## config.mk

```make
export PLATFORM = sky130hd
export DESIGN_NAME = deadtime_guard
export DESIGN_NICKNAME = d
export VERILOG_FILES = /design/src/rtl/dtg_pkg.sv /design/src/rtl/dtg_cmd_filter.sv /design/src/rtl/dtg_leg_fsm.sv /design/src/rtl/deadtime_guard.sv
export SDC_FILE = /design/constraint.sdc
export NUM_CORES = 1
export LEC_CHECK = 0
export ABC_AREA = 1
export BUFFER_PORTS_ARGS = -buffer_cell sky130_fd_sc_hd__buf_2
export CAP_MARGIN = 20
export CELL_PAD_IN_SITES_DETAIL_PLACEMENT = 0
export CELL_PAD_IN_SITES_GLOBAL_PLACEMENT = 1
export CORE_MARGIN = 10
export CORE_UTILIZATION = 52
export CTS_BUF_LIST = sky130_fd_sc_hd__clkbuf_8
export DETAILED_ROUTE_END_ITERATION = 8
export HOLD_SLACK_MARGIN = 0.06
export PLACE_DENSITY_LB_ADDON = 0.1
export SLEW_MARGIN = 10
export SYNTH_ARGS = -nofsm -noshare
export SYNTH_HDL_FRONTEND = slang
export SYNTH_SLANG_ARGS = --single-unit
```

## constraint.sdc

```tcl
create_clock -name clk -period 7.1 [get_ports clk]
set_input_delay 0.355 -clock clk [delete_from_list [all_inputs] [get_ports clk]]
set_output_delay 0.355 -clock clk [all_outputs]
set_load 0.01 [all_outputs]
```

## src/rtl/dtg_pkg.sv

```systemverilog
`timescale 1ns/1ps
package dtg_pkg;
  // accepted command pair, encoded {top,bottom}
  localparam logic [1:0] CMD_IDLE = 2'b00;
  localparam logic [1:0] CMD_LO   = 2'b01;
  localparam logic [1:0] CMD_HI   = 2'b10;
  localparam logic [1:0] CMD_BAD  = 2'b11;

  typedef enum logic [2:0] {
    LEG_IDLE    = 3'd0,
    LEG_GAP_HI  = 3'd1,
    LEG_HI      = 3'd2,
    LEG_GAP_LO  = 3'd3,
    LEG_LO      = 3'd4,
    LEG_BLOCKED = 3'd5
  } leg_state_t;
endpackage

```

## src/rtl/dtg_cmd_filter.sv

```systemverilog
`timescale 1ns/1ps
// Accepts a command pair only once it has held for min_w cycles.
module dtg_cmd_filter #(
  parameter int CW = 10
) (
  input  logic          clk,
  input  logic          rst,
  input  logic [1:0]    raw,
  input  logic [CW-1:0] min_w,
  output logic [1:0]    acc
);
  localparam logic [CW-1:0] RUN_MAX = '1;

  logic [1:0]    prev_q;
  logic [1:0]    acc_q;
  logic [CW-1:0] run_q;
  logic [CW-1:0] run_nx;

  // length of the current run of identical raw samples, this cycle included
  always_comb begin
    if (raw != prev_q)         run_nx = CW'(1);
    else if (run_q != RUN_MAX) run_nx = run_q + CW'(1);
    else                       run_nx = run_q;
  end

  always_ff @(posedge clk) begin
    if (rst) begin
      prev_q <= 2'b00;
      run_q  <= '0;
      acc_q  <= 2'b00;
    end else begin
      prev_q <= raw;
      run_q  <= run_nx;
      if (run_nx >= min_w) acc_q <= raw;
    end
  end

  assign acc = acc_q;
endmodule

```

## src/rtl/dtg_leg_fsm.sv

```systemverilog
`timescale 1ns/1ps
// One converter leg: dead-time insertion, illegal-pair blocking, sticky fault.
module dtg_leg_fsm
  import dtg_pkg::*;
#(
  parameter int CW = 10
) (
  input  logic          clk,
  input  logic          rst,
  input  logic [1:0]    acc,
  input  logic [CW-1:0] dead_in,
  input  logic [CW-1:0] minw_in,
  input  logic          fault_clr,
  output logic [CW-1:0] minw_act,
  output logic          gate_hi,
  output logic          gate_lo,
  output logic          fault
);
  leg_state_t    state_q, state_d;
  logic [CW-1:0] cnt_q, cnt_d;
  logic [CW-1:0] dead_q, minw_q;
  logic          fault_q;
  logic          enter_blk;
  logic          gap_done;

  // the interval ends on the cycle in which cnt reaches dead-1 (a setting of 0 acts as 1)
  assign gap_done = ({1'b0, cnt_q} + (CW+1)'(1)) >= {1'b0, dead_q};

  always_comb begin
    state_d   = state_q;
    cnt_d     = cnt_q;
    enter_blk = 1'b0;
    if (state_q != LEG_BLOCKED && acc == CMD_BAD) begin
      state_d   = LEG_BLOCKED;
      cnt_d     = '0;
      enter_blk = 1'b1;
    end else begin
      unique case (state_q)
        LEG_IDLE: begin
          if (acc == CMD_HI)      begin state_d = LEG_GAP_HI; cnt_d = '0; end
          else if (acc == CMD_LO) begin state_d = LEG_GAP_LO; cnt_d = '0; end
        end
        LEG_GAP_HI: begin
          if (acc == CMD_HI) begin
            if (gap_done) begin state_d = LEG_HI; cnt_d = '0; end
            else cnt_d = cnt_q + CW'(1);
          end else if (acc == CMD_LO) begin state_d = LEG_GAP_LO; cnt_d = '0; end
          else begin state_d = LEG_IDLE; cnt_d = '0; end
        end
        LEG_GAP_LO: begin
          if (acc == CMD_LO) begin
            if (gap_done) begin state_d = LEG_LO; cnt_d = '0; end
            else cnt_d = cnt_q + CW'(1);
          end else if (acc == CMD_HI) begin state_d = LEG_GAP_HI; cnt_d = '0; end
          else begin state_d = LEG_IDLE; cnt_d = '0; end
        end
        LEG_HI: begin
          if (acc == CMD_LO)        begin state_d = LEG_GAP_LO; cnt_d = '0; end
          else if (acc == CMD_IDLE) begin state_d = LEG_IDLE;   cnt_d = '0; end
        end
        LEG_LO: begin
          if (acc == CMD_HI)        begin state_d = LEG_GAP_HI; cnt_d = '0; end
          else if (acc == CMD_IDLE) begin state_d = LEG_IDLE;   cnt_d = '0; end
        end
        LEG_BLOCKED: begin
          if (acc == CMD_IDLE) begin
            if (gap_done) begin state_d = LEG_IDLE; cnt_d = '0; end
            else cnt_d = cnt_q + CW'(1);
          end else cnt_d = '0;
        end
        default: begin state_d = LEG_IDLE; cnt_d = '0; end
      endcase
    end
  end

  always_ff @(posedge clk) begin
    if (rst) begin
      state_q <= LEG_IDLE;
      cnt_q   <= '0;
      dead_q  <= dead_in;
      minw_q  <= minw_in;
      fault_q <= 1'b0;
    end else begin
      state_q <= state_d;
      cnt_q   <= cnt_d;
      if (state_q == LEG_IDLE) begin
        dead_q <= dead_in;
        minw_q <= minw_in;
      end
      fault_q <= (fault_q & ~fault_clr) | enter_blk;
    end
  end

  assign gate_hi  = (state_q == LEG_HI);
  assign gate_lo  = (state_q == LEG_LO);
  assign fault    = fault_q;
  assign minw_act = minw_q;
endmodule

```

## src/rtl/deadtime_guard.sv

```systemverilog
`timescale 1ns/1ps
module deadtime_guard #(
  parameter int LEGS = 3,
  parameter int CW   = 10
) (
  input  logic            clk,
  input  logic            rst,
  input  logic [CW-1:0]   dead_cycles,
  input  logic [CW-1:0]   min_width,
  input  logic            fault_clr,
  input  logic [LEGS-1:0] cmd_hi,
  input  logic [LEGS-1:0] cmd_lo,
  output logic [LEGS-1:0] gate_hi,
  output logic [LEGS-1:0] gate_lo,
  output logic [LEGS-1:0] fault
);
  for (genvar g = 0; g < LEGS; g++) begin : g_leg
    logic [1:0]    acc;
    logic [CW-1:0] minw_act;

    dtg_cmd_filter #(.CW(CW)) u_filt (
      .clk   (clk),
      .rst   (rst),
      .raw   ({cmd_hi[g], cmd_lo[g]}),
      .min_w (minw_act),
      .acc   (acc)
    );

    dtg_leg_fsm #(.CW(CW)) u_fsm (
      .clk       (clk),
      .rst       (rst),
      .acc       (acc),
      .dead_in   (dead_cycles),
      .minw_in   (min_width),
      .fault_clr (fault_clr),
      .minw_act  (minw_act),
      .gate_hi   (gate_hi[g]),
      .gate_lo   (gate_lo[g]),
      .fault     (fault[g])
    );
  end
endmodule

```

-- Word level (Yosys, flattened, before mapping)
Index checks and enable logic that the tools add are counted.
- add/sub/neg operators: 9
- multipliers: 0
- div/mod/pow operators: 0
- order comparisons: 6
- equal/unequal tests: 63
- shift operators: 0
- mux-type cells: 96
- bitwise operators: 7
- reduce and logical (&&, ||, !) cells: 21
- operators by type and width (cell ; count):
    $mux 10 ; 45
    $pmux 10 s6 ; 3
    $mux 3 ; 36
    $add 10x1->10 const B ; 6
    $pmux 3 s6 ; 3
    $add 10x1->11 const B ; 3
    $ge 11x10->1 ; 3
    $ge 10x10->1 ; 3
    $ne 10x10->1 const B ; 3
    $reduce_and 5->1 ; 6
    $ne 3x1->1 const B ; 9
    $ne 4x2->1 const B ; 6
    $eq 3x2->1 const B ; 6
    $eq 3x3->1 const B ; 6
    $ne 3x2->1 const B ; 6
    $eq 2x2->1 const B ; 6
    $ne 2x1->1 const B ; 6
    $ne 4x1->1 const B ; 3
    $eq 3x1->1 const B ; 3
    $logic_not 3->1 ; 3
    $ne 3x3->1 const B ; 3
    $eq 2x1->1 const B ; 3
    $logic_not 2->1 ; 3
    $mux 1 ; 6
    8 further kinds ; 22
- bits in registers: 144
- latch bits: 0
- memory bits (writable): 0
- bits in read-only memories: 0
- bits of input ports: 29
- output and inout bits: 9
- word-level logic and storage cells: 229
- memories: 0

-- Longest topological paths before layout
- depth in word-level cells: 6
- depth in mapped cells: 19

-- Hierarchy
From an unflattened synthesis, not the netlist that was laid out.
- cell total of the unflattened synthesis: 1159
- area, all modules: 8977.4 um2
- modules (own cells, without submodules) (module ; times used ; cells each ; area each (um2) ; seq. area each (um2)):
    dtg_leg_fsm at g_leg[0].u_fsm ... ; 2 ; 221 ; 1876.8 ; 880.8
    dtg_cmd_filter at g_leg[0].u_filt ... ; 2 ; 162 ; 1086.0 ; 280.3
    dtg_leg_fsm at g_leg[2].u_fsm ; 1 ; 232 ; 2011.9 ; 880.8
    dtg_cmd_filter at g_leg[2].u_filt ; 1 ; 161 ; 1039.7 ; 280.3

-- Least setup slack after synthesis
OpenSTA, ideal clock, no wires.
- path kind: register to register
- start: register g_leg[0].u_filt.run_q[0]
- end: register g_leg[0].u_filt.acc_q[0]
- setup time: 114 ps
- arrival time: 2250 ps
- setup slack: 4736 ps
- cell stages (with the launch flop): 19
- period minus slack after synthesis: 2364 ps
- cells stage by stage: dfxtp_1 > ha_1 > nand2_1 > nor2_2 > nand2_1 > nor2_2 > nand2_2 > inv_2 > nor2_1 > nor2_1 > nor3_1 > ha_1 > nand2_1 > nor4_1 > nand3_1 > nand4_1 > nand2_1 > nand2_1 > nor2_1
- longest elaborated chain between the ends: 4
- ends and longest elaborated chain (what ; RTL line ; text):
    start: declaration ; dtg_cmd_filter.sv:16 ; logic [CW-1:0] run_q;
    start signal: assignment ; dtg_cmd_filter.sv:33 ; run_q <= run_nx;
    $add 10x1->10 or $ne 10x10->1 (tied branches) ; dtg_cmd_filter.sv:22 ; else if (run_q != RUN_MAX) run_nx = run_q + CW'(1);
    $mux 10 (*) ; dtg_cmd_filter.sv:22 ;
    $mux 10 (*) ; dtg_cmd_filter.sv:21 ; if (raw != prev_q) run_nx = CW'(1);
    net g_leg[0].u_filt.run_nx[3] ; dtg_cmd_filter.sv:17 ; logic [CW-1:0] run_nx;
    $ge 10x10->1 (*) ; dtg_cmd_filter.sv:34 ; if (run_nx >= min_w) acc_q <= raw;
    end signal: assignment ; dtg_cmd_filter.sv:34 ;
    end: declaration ; dtg_cmd_filter.sv:15 ; logic [1:0] acc_q;
Mark *: on every way through the listed nets, which the timed path passes. The rest lies on a longest branch.
A chain may end at the register's enable or synchronous reset.

-- Final worst setup path
- start: register g_leg[2].u_filt.run_q[0]
- end: register g_leg[2].u_filt.acc_q[1]
- longest elaborated chain between the ends: 4
- ends and longest elaborated chain (what ; RTL line):
    start: declaration ; dtg_cmd_filter.sv:16
    start signal: assignment ; dtg_cmd_filter.sv:33
    $add 10x1->10 or $ne 10x10->1 (tied branches) ; dtg_cmd_filter.sv:22
    $mux 10 (*) ; dtg_cmd_filter.sv:22
    $mux 10 (*) ; dtg_cmd_filter.sv:21
    net g_leg[2].u_filt.run_nx[7] ; dtg_cmd_filter.sv:17
    $ge 10x10->1 (*) ; dtg_cmd_filter.sv:34
    end signal: assignment ; dtg_cmd_filter.sv:34
    end: declaration ; dtg_cmd_filter.sv:15
Marked as above.

==> key figures <==
Run status
  • Status: complete, no violations

Place
  • I/O Buffers: 37
  • Placement Setup Slack: around 4.1 ns
  • DP HPWL: between 10000 and 15000 um
  • GPL Wtd Cong: roughly 0.86

Clocking
  • Clock root cell: clkbuf_8
  • Clock transition at path regs: 0.09 ns
  • CTS tree: done
  • Setup bufs post-CTS: 0
  • CTS Sinks: ~140
  • Hold_buf cts: 0
  • Longest Clk Path Bufs: 2
  • Clock Latency Late Sink: between 0.4 and 0.5 ns
  • TritonCTS buffer count: 17
  • PostCTS Resize Cnt: 0
  • H-tree depth: 4

Logic synthesis
  • Yosys top cell area share: a little over a fifth
  • Net Count, Synth: roughly 1.2k
  • Synth top area cells: edfxtp_1 (21%), dfxtp_1 (19%), ha_1 (12%), nand2_1 (9.7%), inv_1 (7.4%)
  • Synth Flop Type: dfxtp_1
  • Synth warn: 0
  • Post-synthesis sequential element count: approximately 140
  • Synth unique cells: between 40 and 50
  • Share of flip-flops with an asynchronous set or reset: 0%
  • Syn Area/Cell: about 8 um2
  • Gate Count Post-Synth: roughly 1.1k
  • Area leader, netlist: edfxtp_1
  • Sequential share of the synthesized area: 40.3%
  • Most frequent cell after synthesis: nand2_1
  • Post-synth top cells: nand2_1 (223), inv_1 (170), nor2_1 (107)
  • Mapped Area: roughly 8700 um2
  • Number of flops mapped to enable cells by yosys: 60

Global route
  • Met1 Use GR: between 20% and 30%
  • Total track usage: 17.4%
  • Gr ovfl total: 0
  • Initial antenna violation count: 0
  • Vias in the first global route: approximately 6.4k
  • Met2 Use GR: 27.3%
  • Gr busiest metal: met2
  • Global routing met3 resource utilization: a little over 4%
  • First-pass GRT wire length: around 31000 um
  • Largest net degree at the start of global routing: 39

STA
  • Slew headroom: between 40 and 50%
  • Min setup slack post-route: 4.29 ns
  • Final Hold Viols: 0
  • Max Fclk: about 360 MHz
  • Final setup vio count: 0
  • Minimum clock period: around 2.8 ns
  • Final Skew: roughly 0.015 ns
  • RSZ-0062 raised after global routing: no
  • WHS: around 0.13 ns
  • Total negative setup slack: 0 ns
  • Final period util: 39.5%
  • Worst-margin pin slew: about 0.89 ns
  • Max-slew violation count: 0

Cells and area
  • P&R area growth vs syn: 8.78%
  • Layout Utilization: between 50% and 60%
  • Layout fillers: between 1.5k and 2k
  • Nets: ~1.2k
  • Share of cells above drive strength 1: 12.2%
  • Diodes inserted: 0

Routing
  • Total Wirelength: between 15000 and 20000 um
  • Initial drt markers: 382
  • 1st-pass router iterations: 5
  • Vias per inst: around 5
  • Via count: a little under 7k
  • WL/cell: between 10 and 15 um
  • Final ANT Viol Nets: 0
  • DRC viols: 0

Power and ir drop
  • Maximum VDD drop: 0.207 mV
  • LEAKAGE: roughly 4.5 nW
  • Pwr Density: 252 nW/um2

Critical path
  • WS Path Type: flop to flop
  • Crit Path Max Fanout: 9
  • Crit start category: flop
  • CP endpoint kind: flop
  • Reg2reg setup slack: ~4.3 ns
  • Path depth of the worst reg2reg path: 17
  • Crit path required time: between 7 and 8 ns
  • Crit path DAT: 3.21 ns
  • FF-to-FF Start: g_leg[2].u_filt.run_q[0]$_SDFF_PP0_
  • FF-to-FF End: g_leg[2].u_filt.acc[1]$_SDFFE_PP0P_

Worst hold path
  • Hold Path Class: input port to flop
  • Hold endpoint: g_leg[1].u_fsm.minw_act[5]$_DFFE_PP_
  • Worst Hold Depth: 1
  • Hold wc startpoint: min_width[5]

Floorplan
  • Core area: between 15000 and 20000 um2
  • Die Span Y: between 100 and 150 um
  • Chip width: 149 um
  • Die Footprint: between 20000 and 25000 um2
  • Starting Density: approximately 53%
  • I/O pin count: 38
  • Row cnt: 47

Flow run
  • MaxCap Viol Count: 0
==> cells in the final DEF, fill, tap and decap left out, types with 22 or more instances in the layout <==
cell | netlist | routed
edfxtp_1 | 60 | 60
buf_2 | 2 | 37
inv_1 | 170 | 172
nor2_1 | 107 | 107
o21ai_0 | 24 | 24
nand2_1 | 223 | 223
a21oi_1 | 62 | 62
nor3_1 | 24 | 24
nand3_1 | 47 | 47
ha_1 | 84 | 84
xor2_1 | 22 | 22
dfxtp_1 | 84 | 84
==> critical path, cell delays in order, from the launching register on <==
cell	delay (ns)
dfxtp_1	0.33
ha_1	0.21
nand2_1	0.07
inv_1	0.05
nand4_1	0.12
nor2_2	0.08
nand2_2	0.17
inv_1	0.10
o21ai_0	0.29
inv_1	0.08
ha_1	0.29
a21oi_1	0.14
nor2_1	0.06
a211oi_1	0.21
nand4_1	0.28
nand2_1	0.12
nand2_1	0.06
nor2_1	0.10
==> how the worst max path moves through the flow <==
stage | startpoint | end | slack [ns] | depth (start not counted)
floorplan | g_leg[0].u_filt.run_q[0]$_SDFF_PP0_ | g_leg[0].u_filt.acc[0]$_SDFFE_PP0P_ | 4.74 | 18
global placement | rst | g_leg[2].u_fsm.dead_q[2]$_DFFE_PP_ | 4.18 | 3
detailed placement | rst | g_leg[2].u_fsm.dead_q[9]$_DFFE_PP_ | 4.15 | 3
CTS | g_leg[2].u_filt.run_q[1]$_SDFF_PP0_ | g_leg[2].u_filt.acc[1]$_SDFFE_PP0P_ | 4.30 | 17
global route | g_leg[0].u_filt.run_q[0]$_SDFF_PP0_ | g_leg[0].u_filt.acc[1]$_SDFFE_PP0P_ | 3.93 | 18
finish | g_leg[2].u_filt.run_q[0]$_SDFF_PP0_ | g_leg[2].u_filt.acc[1]$_SDFFE_PP0P_ | 4.29 | 17
==> area by class of cell <==
type	count	area [um2]	area share, %
multi-input cells	732	4350	46.2
flip-flops and latches	144	3480	37.0
inverters	191	722	7.67
repair buffers	37	185	1.97
clock buffers	19	262	2.78
well taps	220	275	2.92
clock inverters	13	138	1.46
==> per-layer routing <==
| layer | share of wire, % | vias to the layer above |
|---|---|---|
| li1 | - | 3601 |
| met1 | 50 | 3045 |
| met5 | 0 | - |
| met4 | 1.1 | 0 |
| met2 | 45 | 94 |
| met3 | 3.5 | 16 |
==> report_power, final <==
part | switching (mW) | internal [mW]
sequential | 0.0587 | 1.01
clock | 0.330 | 0.333
combinational | 0.445 | 0.192
total | 0.834 | 1.54
==> registers in the layout (all words and copies together), names as in the netlist <==
| signal | cells |
|---|---|
| g_leg.u_fsm.cnt_q | 30 |
| g_leg.u_fsm.dead_q | 30 |
| g_leg.u_filt.prev_q | 6 |
| g_leg.u_fsm.fault | 3 |
| g_leg.u_fsm.minw_act | 30 |
| g_leg.u_filt.acc | 6 |
| g_leg.u_fsm.state_q | 9 |
| g_leg.u_filt.run_q | 30 |
==> logic make-up after synthesis <==
kind of cell	Yosys count	synth area share (%)
xor gates and xnor gates	31	3.14
DFF	144	40.3
adders and majority gates	84	12.1
and+or+nand+nor	491	26.0
AOI/OAI and AO/OA	126	8.95
buffers and inverters	208	9.50
==> metrics by stage <==
step | total power, mW | instances | instance area, um2
detailed placement | 1.73 | 1324 | 9010
floorplan | 1.56 | 1084 | 8650
CTS | 2.39 | 1356 | 9410
finish | 2.37 | 1356 | 9410
global route | 2.53 | 1356 | 9410
global placement | 1.73 | 1324 | 9010
No activity file was read; power rests on OpenSTA's default activity.
